<file path="src/rtl/fpm_pkg.sv">
`timescale 1ns/1ps
package fpm_pkg;
    localparam int EXP_W   = 8;
    localparam int FRAC_W  = 23;
    localparam int SIG_W   = FRAC_W + 1;
    localparam int WORD_W  = 1 + EXP_W + FRAC_W;
    localparam int BIAS    = (1 << (EXP_W - 1)) - 1;
    localparam int EXP_MAX = (1 << EXP_W) - 1;
    localparam int PROD_W  = 2 * SIG_W;
    localparam int EXT_W   = EXP_W + 2;
    localparam int LZ_W    = $clog2(SIG_W + 1);
    localparam int CLS_W   = 5;

    localparam logic [WORD_W-1:0] QNAN_DEFAULT = {1'b0, {EXP_W{1'b1}}, 1'b1, {(FRAC_W-1){1'b0}}};

    typedef enum logic [1:0] {
        RM_NEAREST = 2'b00,
        RM_ZERO    = 2'b01,
        RM_UP      = 2'b10,
        RM_DOWN    = 2'b11
    } rmode_e;

    typedef struct packed {
        logic                     sign;
        logic                     is_zero;
        logic                     is_inf;
        logic                     is_nan;
        logic                     is_snan;
        logic signed [EXT_W-1:0]  exp;
        logic [SIG_W-1:0]         sig;
    } opnd_t;

    typedef struct packed {
        logic inv;
        logic ovf;
        logic unf;
        logic inx;
    } flags_t;

    function automatic logic [LZ_W-1:0] lead_zeros(input logic [SIG_W-1:0] s);
        logic [LZ_W-1:0] n;
        n = LZ_W'(SIG_W);
        for (int i = 0; i < SIG_W; i++) begin
            if (s[i]) n = LZ_W'(SIG_W - 1 - i);
        end
        return n;
    endfunction

    function automatic logic [CLS_W-1:0] class_of(input logic [WORD_W-1:0] w);
        logic              s;
        logic [EXP_W-1:0]  e;
        logic [FRAC_W-1:0] f;
        s = w[WORD_W-1];
        e = w[WORD_W-2 -: EXP_W];
        f = w[FRAC_W-1:0];
        if (e == EXP_W'(EXP_MAX))
            return (f != '0) ? 5'b10001 : (s ? 5'b01001 : 5'b00101);
        else if (e == '0)
            return (f == '0) ? (s ? 5'b10010 : 5'b00010) : (s ? 5'b11000 : 5'b10100);
        else
            return s ? 5'b01000 : 5'b00100;
    endfunction
endpackage

</file>
<file path="src/rtl/fpm_unpack.sv">
`timescale 1ns/1ps
module fpm_unpack
    import fpm_pkg::*;
(
    input  logic [WORD_W-1:0] word,
    output opnd_t             opnd
);
    logic [EXP_W-1:0]  raw_e;
    logic [FRAC_W-1:0] raw_f;
    logic [SIG_W-1:0]  raw_sig;
    logic [EXT_W-1:0]  raw_exp;
    logic [LZ_W-1:0]   lz;

    always_comb begin
        raw_e   = word[WORD_W-2 -: EXP_W];
        raw_f   = word[FRAC_W-1:0];
        raw_sig = {raw_e != '0, raw_f};
        raw_exp = (raw_e == '0) ? EXT_W'(1) : EXT_W'(raw_e);
        lz      = lead_zeros(raw_sig);

        opnd.sign    = word[WORD_W-1];
        opnd.is_zero = (raw_e == '0) && (raw_f == '0);
        opnd.is_inf  = (raw_e == EXP_W'(EXP_MAX)) && (raw_f == '0);
        opnd.is_nan  = (raw_e == EXP_W'(EXP_MAX)) && (raw_f != '0);
        opnd.is_snan = opnd.is_nan && !raw_f[FRAC_W-1];
        // subnormals are shifted up so the leading one sits at the top
        opnd.sig     = raw_sig << lz;
        opnd.exp     = raw_exp - EXT_W'(lz);
    end
endmodule

</file>
<file path="src/rtl/fpm_sigmul.sv">
`timescale 1ns/1ps
module fpm_sigmul
    import fpm_pkg::*;
(
    input  opnd_t                   a,
    input  opnd_t                   b,
    output logic signed [EXT_W-1:0] exp_n,
    output logic [PROD_W-1:0]       sig_n
);
    localparam logic signed [EXT_W-1:0] BIAS_X = EXT_W'(BIAS);
    localparam logic signed [EXT_W-1:0] ONE_X  = EXT_W'(1);

    logic [PROD_W-1:0]       raw_p;
    logic signed [EXT_W-1:0] esum;

    always_comb begin
        raw_p = PROD_W'(a.sig) * PROD_W'(b.sig);
        esum  = a.exp + b.exp - BIAS_X;
        // normalized inputs leave the leading one in one of the two top bits
        if (raw_p[PROD_W-1]) begin
            exp_n = esum + ONE_X;
            sig_n = raw_p;
        end else begin
            exp_n = esum;
            sig_n = raw_p << 1;
        end
    end
endmodule

</file>
<file path="src/rtl/fpm_round.sv">
`timescale 1ns/1ps
module fpm_round
    import fpm_pkg::*;
(
    input  logic                    sign,
    input  logic signed [EXT_W-1:0] exp_n,
    input  logic [PROD_W-1:0]       sig_n,
    input  rmode_e                  rmode,
    output logic [WORD_W-1:0]       word,
    output logic                    ovf,
    output logic                    unf,
    output logic                    inx
);
    localparam int SH_CAP  = SIG_W + 2;
    localparam int SH_W    = $clog2(SH_CAP + 1);
    localparam int WIDE_W  = PROD_W + SH_CAP;
    localparam int PK_W    = EXT_W + FRAC_W;
    localparam logic signed [EXT_W-1:0] ONE_X = EXT_W'(1);
    localparam logic signed [EXT_W-1:0] CAP_X = EXT_W'(SH_CAP);

    logic                    tiny;
    logic signed [EXT_W-1:0] need;
    logic [SH_W-1:0]         sh;
    logic [WIDE_W-1:0]       wide;
    logic [SIG_W-1:0]        mant;
    logic                    guard, sticky, lost, inc, to_inf;
    logic [EXT_W-1:0]        exp_field, rexp;
    logic [PK_W-1:0]         pk;

    always_comb begin
        tiny = exp_n < ONE_X;
        need = ONE_X - exp_n;
        if (!tiny)
            sh = '0;
        else if (need > CAP_X)
            sh = SH_W'(SH_CAP);
        else
            sh = need[SH_W-1:0];

        wide   = {sig_n, {SH_CAP{1'b0}}} >> sh;
        mant   = wide[WIDE_W-1 -: SIG_W];
        guard  = wide[WIDE_W-1-SIG_W];
        sticky = |wide[WIDE_W-2-SIG_W:0];
        lost   = guard | sticky;

        unique case (rmode)
            RM_NEAREST: inc = guard & (sticky | mant[0]);
            RM_ZERO:    inc = 1'b0;
            RM_UP:      inc = lost & !sign;
            RM_DOWN:    inc = lost & sign;
            default:    inc = 1'b0;
        endcase

        // carry out of the fraction moves into the exponent field
        exp_field = tiny ? '0 : exp_n;
        pk        = {exp_field, mant[FRAC_W-1:0]} + PK_W'(inc);
        rexp      = pk[PK_W-1:FRAC_W];

        ovf    = !tiny && (rexp >= EXT_W'(EXP_MAX));
        to_inf = (rmode == RM_NEAREST) || (rmode == RM_UP && !sign) || (rmode == RM_DOWN && sign);
        if (ovf)
            word = to_inf ? {sign, {EXP_W{1'b1}}, {FRAC_W{1'b0}}}
                          : {sign, EXP_W'(EXP_MAX - 1), {FRAC_W{1'b1}}};
        else
            word = {sign, rexp[EXP_W-1:0], pk[FRAC_W-1:0]};

        unf = tiny & lost;
        inx = lost | ovf;
    end
endmodule

</file>
<file path="src/rtl/fp_mul_unit.sv">
`timescale 1ns/1ps
module fp_mul_unit
    import fpm_pkg::*;
(
    input  logic              clk,
    input  logic              rst,
    input  logic              in_valid,
    input  logic [31:0]       op_a,
    input  logic [31:0]       op_b,
    input  logic [1:0]        rnd_mode,
    input  logic              inv_en,
    input  logic              rec_req,
    output logic              out_valid,
    output logic              res_wr,
    output logic [31:0]       product,
    output logic [4:0]        class_code,
    output logic              flag_inv,
    output logic              flag_ovf,
    output logic              flag_unf,
    output logic              flag_inx,
    output logic              cr_valid,
    output logic [3:0]        cr_sum
);
    localparam int N_OPS = 2;

    logic [WORD_W-1:0] words [N_OPS];
    opnd_t             opn   [N_OPS];

    assign words[0] = op_a;
    assign words[1] = op_b;

    for (genvar g = 0; g < N_OPS; g++) begin : g_unpack
        fpm_unpack u_unpack (.word(words[g]), .opnd(opn[g]));
    end

    logic signed [EXT_W-1:0] exp_n;
    logic [PROD_W-1:0]       sig_n;
    logic [WORD_W-1:0]       core_word;
    logic                    core_ovf, core_unf, core_inx;
    logic                    rsign;

    assign rsign = opn[0].sign ^ opn[1].sign;

    fpm_sigmul u_sigmul (.a(opn[0]), .b(opn[1]), .exp_n(exp_n), .sig_n(sig_n));

    fpm_round u_round (
        .sign(rsign), .exp_n(exp_n), .sig_n(sig_n), .rmode(rmode_e'(rnd_mode)),
        .word(core_word), .ovf(core_ovf), .unf(core_unf), .inx(core_inx)
    );

    logic [WORD_W-1:0] nxt_word;
    flags_t            nxt_flags;
    logic              nxt_wr;

    always_comb begin
        nxt_flags     = '0;
        nxt_flags.inv = opn[0].is_snan | opn[1].is_snan
                      | (opn[0].is_inf & opn[1].is_zero)
                      | (opn[0].is_zero & opn[1].is_inf);
        if (nxt_flags.inv)
            nxt_word = QNAN_DEFAULT;
        else if (opn[0].is_nan)
            nxt_word = op_a;
        else if (opn[1].is_nan)
            nxt_word = op_b;
        else if (opn[0].is_inf | opn[1].is_inf)
            nxt_word = {rsign, {EXP_W{1'b1}}, {FRAC_W{1'b0}}};
        else if (opn[0].is_zero | opn[1].is_zero)
            nxt_word = {rsign, {(WORD_W-1){1'b0}}};
        else begin
            nxt_word      = core_word;
            nxt_flags.ovf = core_ovf;
            nxt_flags.unf = core_unf;
            nxt_flags.inx = core_inx;
        end
        nxt_wr = !(nxt_flags.inv & inv_en);
    end

    always_ff @(posedge clk) begin
        if (rst) begin
            out_valid  <= 1'b0;
            res_wr     <= 1'b0;
            product    <= '0;
            class_code <= '0;
            flag_inv   <= 1'b0;
            flag_ovf   <= 1'b0;
            flag_unf   <= 1'b0;
            flag_inx   <= 1'b0;
            cr_valid   <= 1'b0;
            cr_sum     <= '0;
        end else begin
            out_valid <= in_valid;
            res_wr    <= in_valid & nxt_wr;
            cr_valid  <= in_valid & rec_req;
            if (in_valid) begin
                flag_inv <= nxt_flags.inv;
                flag_ovf <= nxt_flags.ovf;
                flag_unf <= nxt_flags.unf;
                flag_inx <= nxt_flags.inx;
                if (nxt_wr) begin
                    product    <= nxt_word;
                    class_code <= class_of(nxt_word);
                end
                cr_sum <= rec_req ? {|nxt_flags, nxt_flags.inv & inv_en, nxt_flags.inv, nxt_flags.ovf}
                                  : 4'b0000;
            end else begin
                cr_sum <= 4'b0000;
            end
        end
    end

    p_valid_next_r1: assert property (@(posedge clk) disable iff (rst)
        in_valid |=> out_valid)
        else $error("R1: out_valid missing after request");

    p_idle_low_r1: assert property (@(posedge clk) disable iff (rst)
        !in_valid |=> !out_valid && !res_wr && !cr_valid)
        else $error("R1: output strobe without request");

    p_ovf_inexact_r4: assert property (@(posedge clk) disable iff (rst)
        flag_ovf |-> flag_inx)
        else $error("R4: overflow without inexact");

    p_unf_inexact_r5: assert property (@(posedge clk) disable iff (rst)
        flag_unf |-> flag_inx)
        else $error("R5: underflow without inexact");

    p_default_nan_r6: assert property (@(posedge clk) disable iff (rst)
        (out_valid && res_wr && flag_inv) |-> (product == QNAN_DEFAULT) && (class_code == 5'b10001))
        else $error("R6: invalid result is not the default quiet NaN");

    p_hold_on_trap_r7: assert property (@(posedge clk) disable iff (rst)
        (out_valid && !res_wr) |-> $stable(product) && $stable(class_code))
        else $error("R7: product or class changed without a write");

    p_trap_needs_inv_r7: assert property (@(posedge clk) disable iff (rst)
        (out_valid && !res_wr) |-> flag_inv)
        else $error("R7: write suppressed without invalid");

    p_cr_fields_r11: assert property (@(posedge clk) disable iff (rst)
        cr_valid |-> out_valid && (cr_sum[1] == flag_inv) && (cr_sum[0] == flag_ovf)
                     && (cr_sum[3] == (flag_inv | flag_ovf | flag_unf | flag_inx)))
        else $error("R11: condition summary disagrees with flags");
endmodule

</file>
<file path="config.mk">
export PLATFORM = sky130hd
export DESIGN_NAME = fp_mul_unit
export DESIGN_NICKNAME = d
export VERILOG_FILES = /design/src/rtl/fpm_pkg.sv /design/src/rtl/fpm_unpack.sv /design/src/rtl/fpm_sigmul.sv /design/src/rtl/fpm_round.sv /design/src/rtl/fp_mul_unit.sv
export SDC_FILE = /design/constraint.sdc
export NUM_CORES = 2
export LEC_CHECK = 0
export ABC_AREA = 1
export BUFFER_PORTS_ARGS = -buffer_cell sky130_fd_sc_hd__buf_2
export CAP_MARGIN = 10
export CORE_ASPECT_RATIO = 2
export CORE_MARGIN = 4
export CORE_UTILIZATION = 60
export CTS_BUF_LIST = sky130_fd_sc_hd__clkbuf_2 sky130_fd_sc_hd__clkbuf_4 sky130_fd_sc_hd__clkbuf_8
export CTS_CLUSTER_DIAMETER = 50
export CTS_CLUSTER_SIZE = 8
export DETAILED_ROUTE_END_ITERATION = 8
export PLACE_DENSITY = 0.8
export SYNTH_ARGS = -nofsm -noshare
export SYNTH_HDL_FRONTEND = slang
export SYNTH_HIERARCHICAL = 1
export SYNTH_SLANG_ARGS = --single-unit
</file>
<file path="constraint.sdc">
create_clock -name clk -period 13.4 [get_ports clk]
set_input_delay 0.67 -clock clk [delete_from_list [all_inputs] [get_ports clk]]
set_output_delay 0.67 -clock clk [all_outputs]
set_load 0.05 [all_outputs]
</file>
==> out/metrics.cfg <==
[clock_network]
inserted_clock_buffers = 5
tritoncts = built
post_cts_hold_buffer_count = 0
worst_setup_hold_path_clk_slew_ns = 0.09
clockBufferDepth = 2
clockRootBuffer = clkbuf_8
cts.sink_count = 48
cts-htree-levels = 2
clk_latency_ns = 0.31

[outcome]
run_status = complete, but fails checks
violations = DRC, setup timing

[worst_setup_path]
r2r_path_end = product[29]$_SDFFE_PP0P_
top_cell_family_by_delay_on_the_critical_path = simple AND/OR/NAND/NOR gates
crit_fanout = 8
worstPathArrival_ns = 15.22
critical_path.max_stage_delay_ns = 0.95
cp.required_ns = 13.61
critical_path.endpoint_type = flip-flop
crit_path_start_kind = primary input
worstSetupPathType = in2reg
worst_path_max_delay_cell = fa_1
worst-path-buf-inv = 20
reg2regPathDepth = 2
crit_path_frequent_cell = nand2_1
worst-r2r-setup-slack_ns = 12.54
r2r_start = product[29]$_SDFFE_PP0P_

[final_layout]
fin_nets = 6909
fin_util_pct = 81.4
layout.cells.most_common = nand2_1
fillers = 3625
commonest_cells_after_routing_fill_and_taps_aside = 1597 x nand2_1, 1182 x inv_1, 760 x buf_4
post_layout_nonfiller_instances = 6852
layout_cell_share_with_drive_strength_beyond_1_pct = 28.1
areaGrowthSynthToFinish_pct = 34.0

[synth]
async_flop_share_pct = 0
avgSynthCellArea_um2 = 6.20
ys_seq_area_share_pct = 2.90
synth_fp_nets = 6092
synth_top_area_share_pct = 29.2
yosys-top-cells-area = fa_1 29%, nand2_1 20%, inv_1 14%
netlist_instances = 5341
mappedNetlistArea_mm2 = 0.0331
yosys_most_used_dff = dfxtp_1
post_synth_num_cell_types = 58
synth-seq-cells = 48
synth_top_cell_by_area = fa_1
ys_warn_count = 6
synth_enable_flop_cells = 0

[sta]
maxSlewViolCount = 0
worst_slack_ns = -1.61
worst_slew_pin_slew_ns = 1.01
max_clock_freq_mhz = 66.6
finalSetupTns_ns = -42.43
timing.final.crit_period_ns = 15.01
post_route_clock_skew_ns = 0
hold_violations = 0
slew_headroom_pct = 32.1
setup-violations-final = 40
ratio_of_final_minimum_period_to_clock_period_pct = 112
unrepaired_setup_endpoints_after_global_routing = yes

[die]
dieWidth_um = 174
core_mm2 = 0.0545
design.die.area_mm2 = 0.0592
initial_utilization_pct = 60.7
dieHeight_um = 340
io-pin-count = 119
core.rowCount = 121

[grt]
grt_start_max_net_pins = 67
gr-usage-all-layers_pct = 42.3
antenna_found_initial = 15
globalRoute.totalOverflow = 0
vias_in_the_first_global_route = 39973
grt_first_pass_wirelength_um = 198000

[placement]
port_buffers = 118
dp_hpwl_um = 105000
pre_cts_ws_ns = -1.26
numPlacedInstances = 6697
global_placement_routability_congestion = 1.07

[hold_path]
timing.hold.worst.start = class_code[4]$_SDFFE_PP0P_
hold_depth = 2
hold_end = class_code[4]$_SDFFE_PP0P_
hold_path.class = reg2reg

[routing]
route.detailed.vias_per_inst = 5.87
drc_errors = 241
drt.antenna.violating_nets = 0
route.final.wire_length_um = 149000
routedWlPerCell_um = 21.8
drt_iter0_markers = 4170
detailedRoute.firstPassIterationCount = 9
vias = 40213

[run]
max_cap_violations = 0

[worst max path at each step]
stage / startpoint / to / slack (ns) / cells after the start
floorplan: op_b[2] / class_code[2]$_SDFFE_PP0P_ / 0.04 / 116
global route: op_a[1] / class_code[2]$_SDFFE_PP0P_ / -2.05 / 111
CTS: op_b[1] / class_code[2]$_SDFFE_PP0P_ / -0.15 / 111
global placement: op_b[1] / class_code[2]$_SDFFE_PP0P_ / -1.05 / 111
detailed placement: op_b[0] / class_code[2]$_SDFFE_PP0P_ / -1.26 / 103
finish: op_b[1] / class_code[2]$_SDFFE_PP0P_ / -1.61 / 114
[logic make-up (layout without fill, tap and decap cells)]
family | Yosys count | count (layout) | share of synthesized area [%]
adder cells (fa/ha/maj) | 680 | 680 | 36.7
AO/OA/AOI/OAI | 291 | 291 | 4.91
XOR/XNOR | 69 | 69 | 1.85
buffers and inverters | 1478 | 2291 | 17.9
other | 0 | 17 | 0
AND/OR/NAND/NOR | 2771 | 2776 | 35.7
flip-flops | 48 | 48 | 2.90
multiplexers | 4 | 4 | 0.121
[cells in the mapped netlist, types with 3 or more instances]
library cell	count
o21ai_1	12
nand2_1	1784
nor2_2	17
nand3_2	15
o21ai_0	131
nand2_4	11
a31oi_1	12
xor2_1	50
ha_1	197
mux2i_1	4
a21o_1	5
nand4_1	50
buf_6	31
or2_2	6
nor3_1	25
a21oi_1	95
nor3b_1	4
dfxtp_1	48
buf_2	48
nor4_1	13
nand3_1	455
nand3b_1	18
inv_2	28
inv_1	1216
xnor2_1	18
and2_1	3
clkbuf_1	132
nor2_1	294
nand2_2	52
clkinv_1	4
o211ai_1	11
fa_1	483
buf_4	13
o21bai_1	4
o21a_1	3
nor2_4	17
[routing by layer]
metal / routed length, um / part of all wire, % / GRT usage, % / vias up
met5: 360 / 0.24 / 0 / -
met2: 70900 / 48 / 78.6 / 2800
met1: 41200 / 28 / 37.4 / 18391
li1: - / - / - / 17518
met3: 15200 / 10 / 6.30 / 1491
met4: 21500 / 14 / 41.8 / 13
[state kept, by name (all words and copies together) (netlist names)]
signal      count
cr_sum          4
res_wr          1
flag_ovf        1
product        32
flag_unf        1
class_code      5
cr_valid        1
out_valid       1
flag_inx        1
flag_inv        1
[tightest hold or removal path, delay by kind of cell, from the launching register on]
| kind | cells | cell delay [ns] |
|---|---|---|
| AO/OA/AOI/OAI | 1 | 0.05 |
| flip-flops | 1 | 0.32 |
| AND/OR/NAND/NOR | 1 | 0.07 |
[what timing repair did]
action / 4_1_cts / 5_1_grt
pin swaps: 124 / 217
setup buffers: 51 / 61
setup endpoints to repair: 40 / 40
gates resized for setup: 296 / 473
cloned: 8 / 17
[through the flow]
| stage | area (um^2) | hold WS, ns |
|---|---|---|
| floorplan | 33100 | 0.682 |
| global placement | 40000 | 0.453 |
| detailed placement | 40000 | 0.459 |
| CTS | 41700 | 0.473 |
| global route | 44300 | 0.492 |
| finish | 44400 | 0.476 |
[layout make-up]
type / count / area (um^2) / area share (%)
Antenna cell: 17 / 42.5 / 0.0959
Clock buffer: 5 / 68.8 / 0.155
Clock inverter: 3 / 46.3 / 0.104
Inverter: 1250 / 4720 / 10.6
Multi-Input combinational cell: 3820 / 28700 / 64.8
Sequential cell: 48 / 961 / 2.17
Tap cell: 676 / 846 / 1.91
Timing Repair Buffer: 1033 / 8950 / 20.2
Power is left out: the tool's default activity adds up to more than one toggle a clock period on the data nets, which glitch-free logic cannot reach.
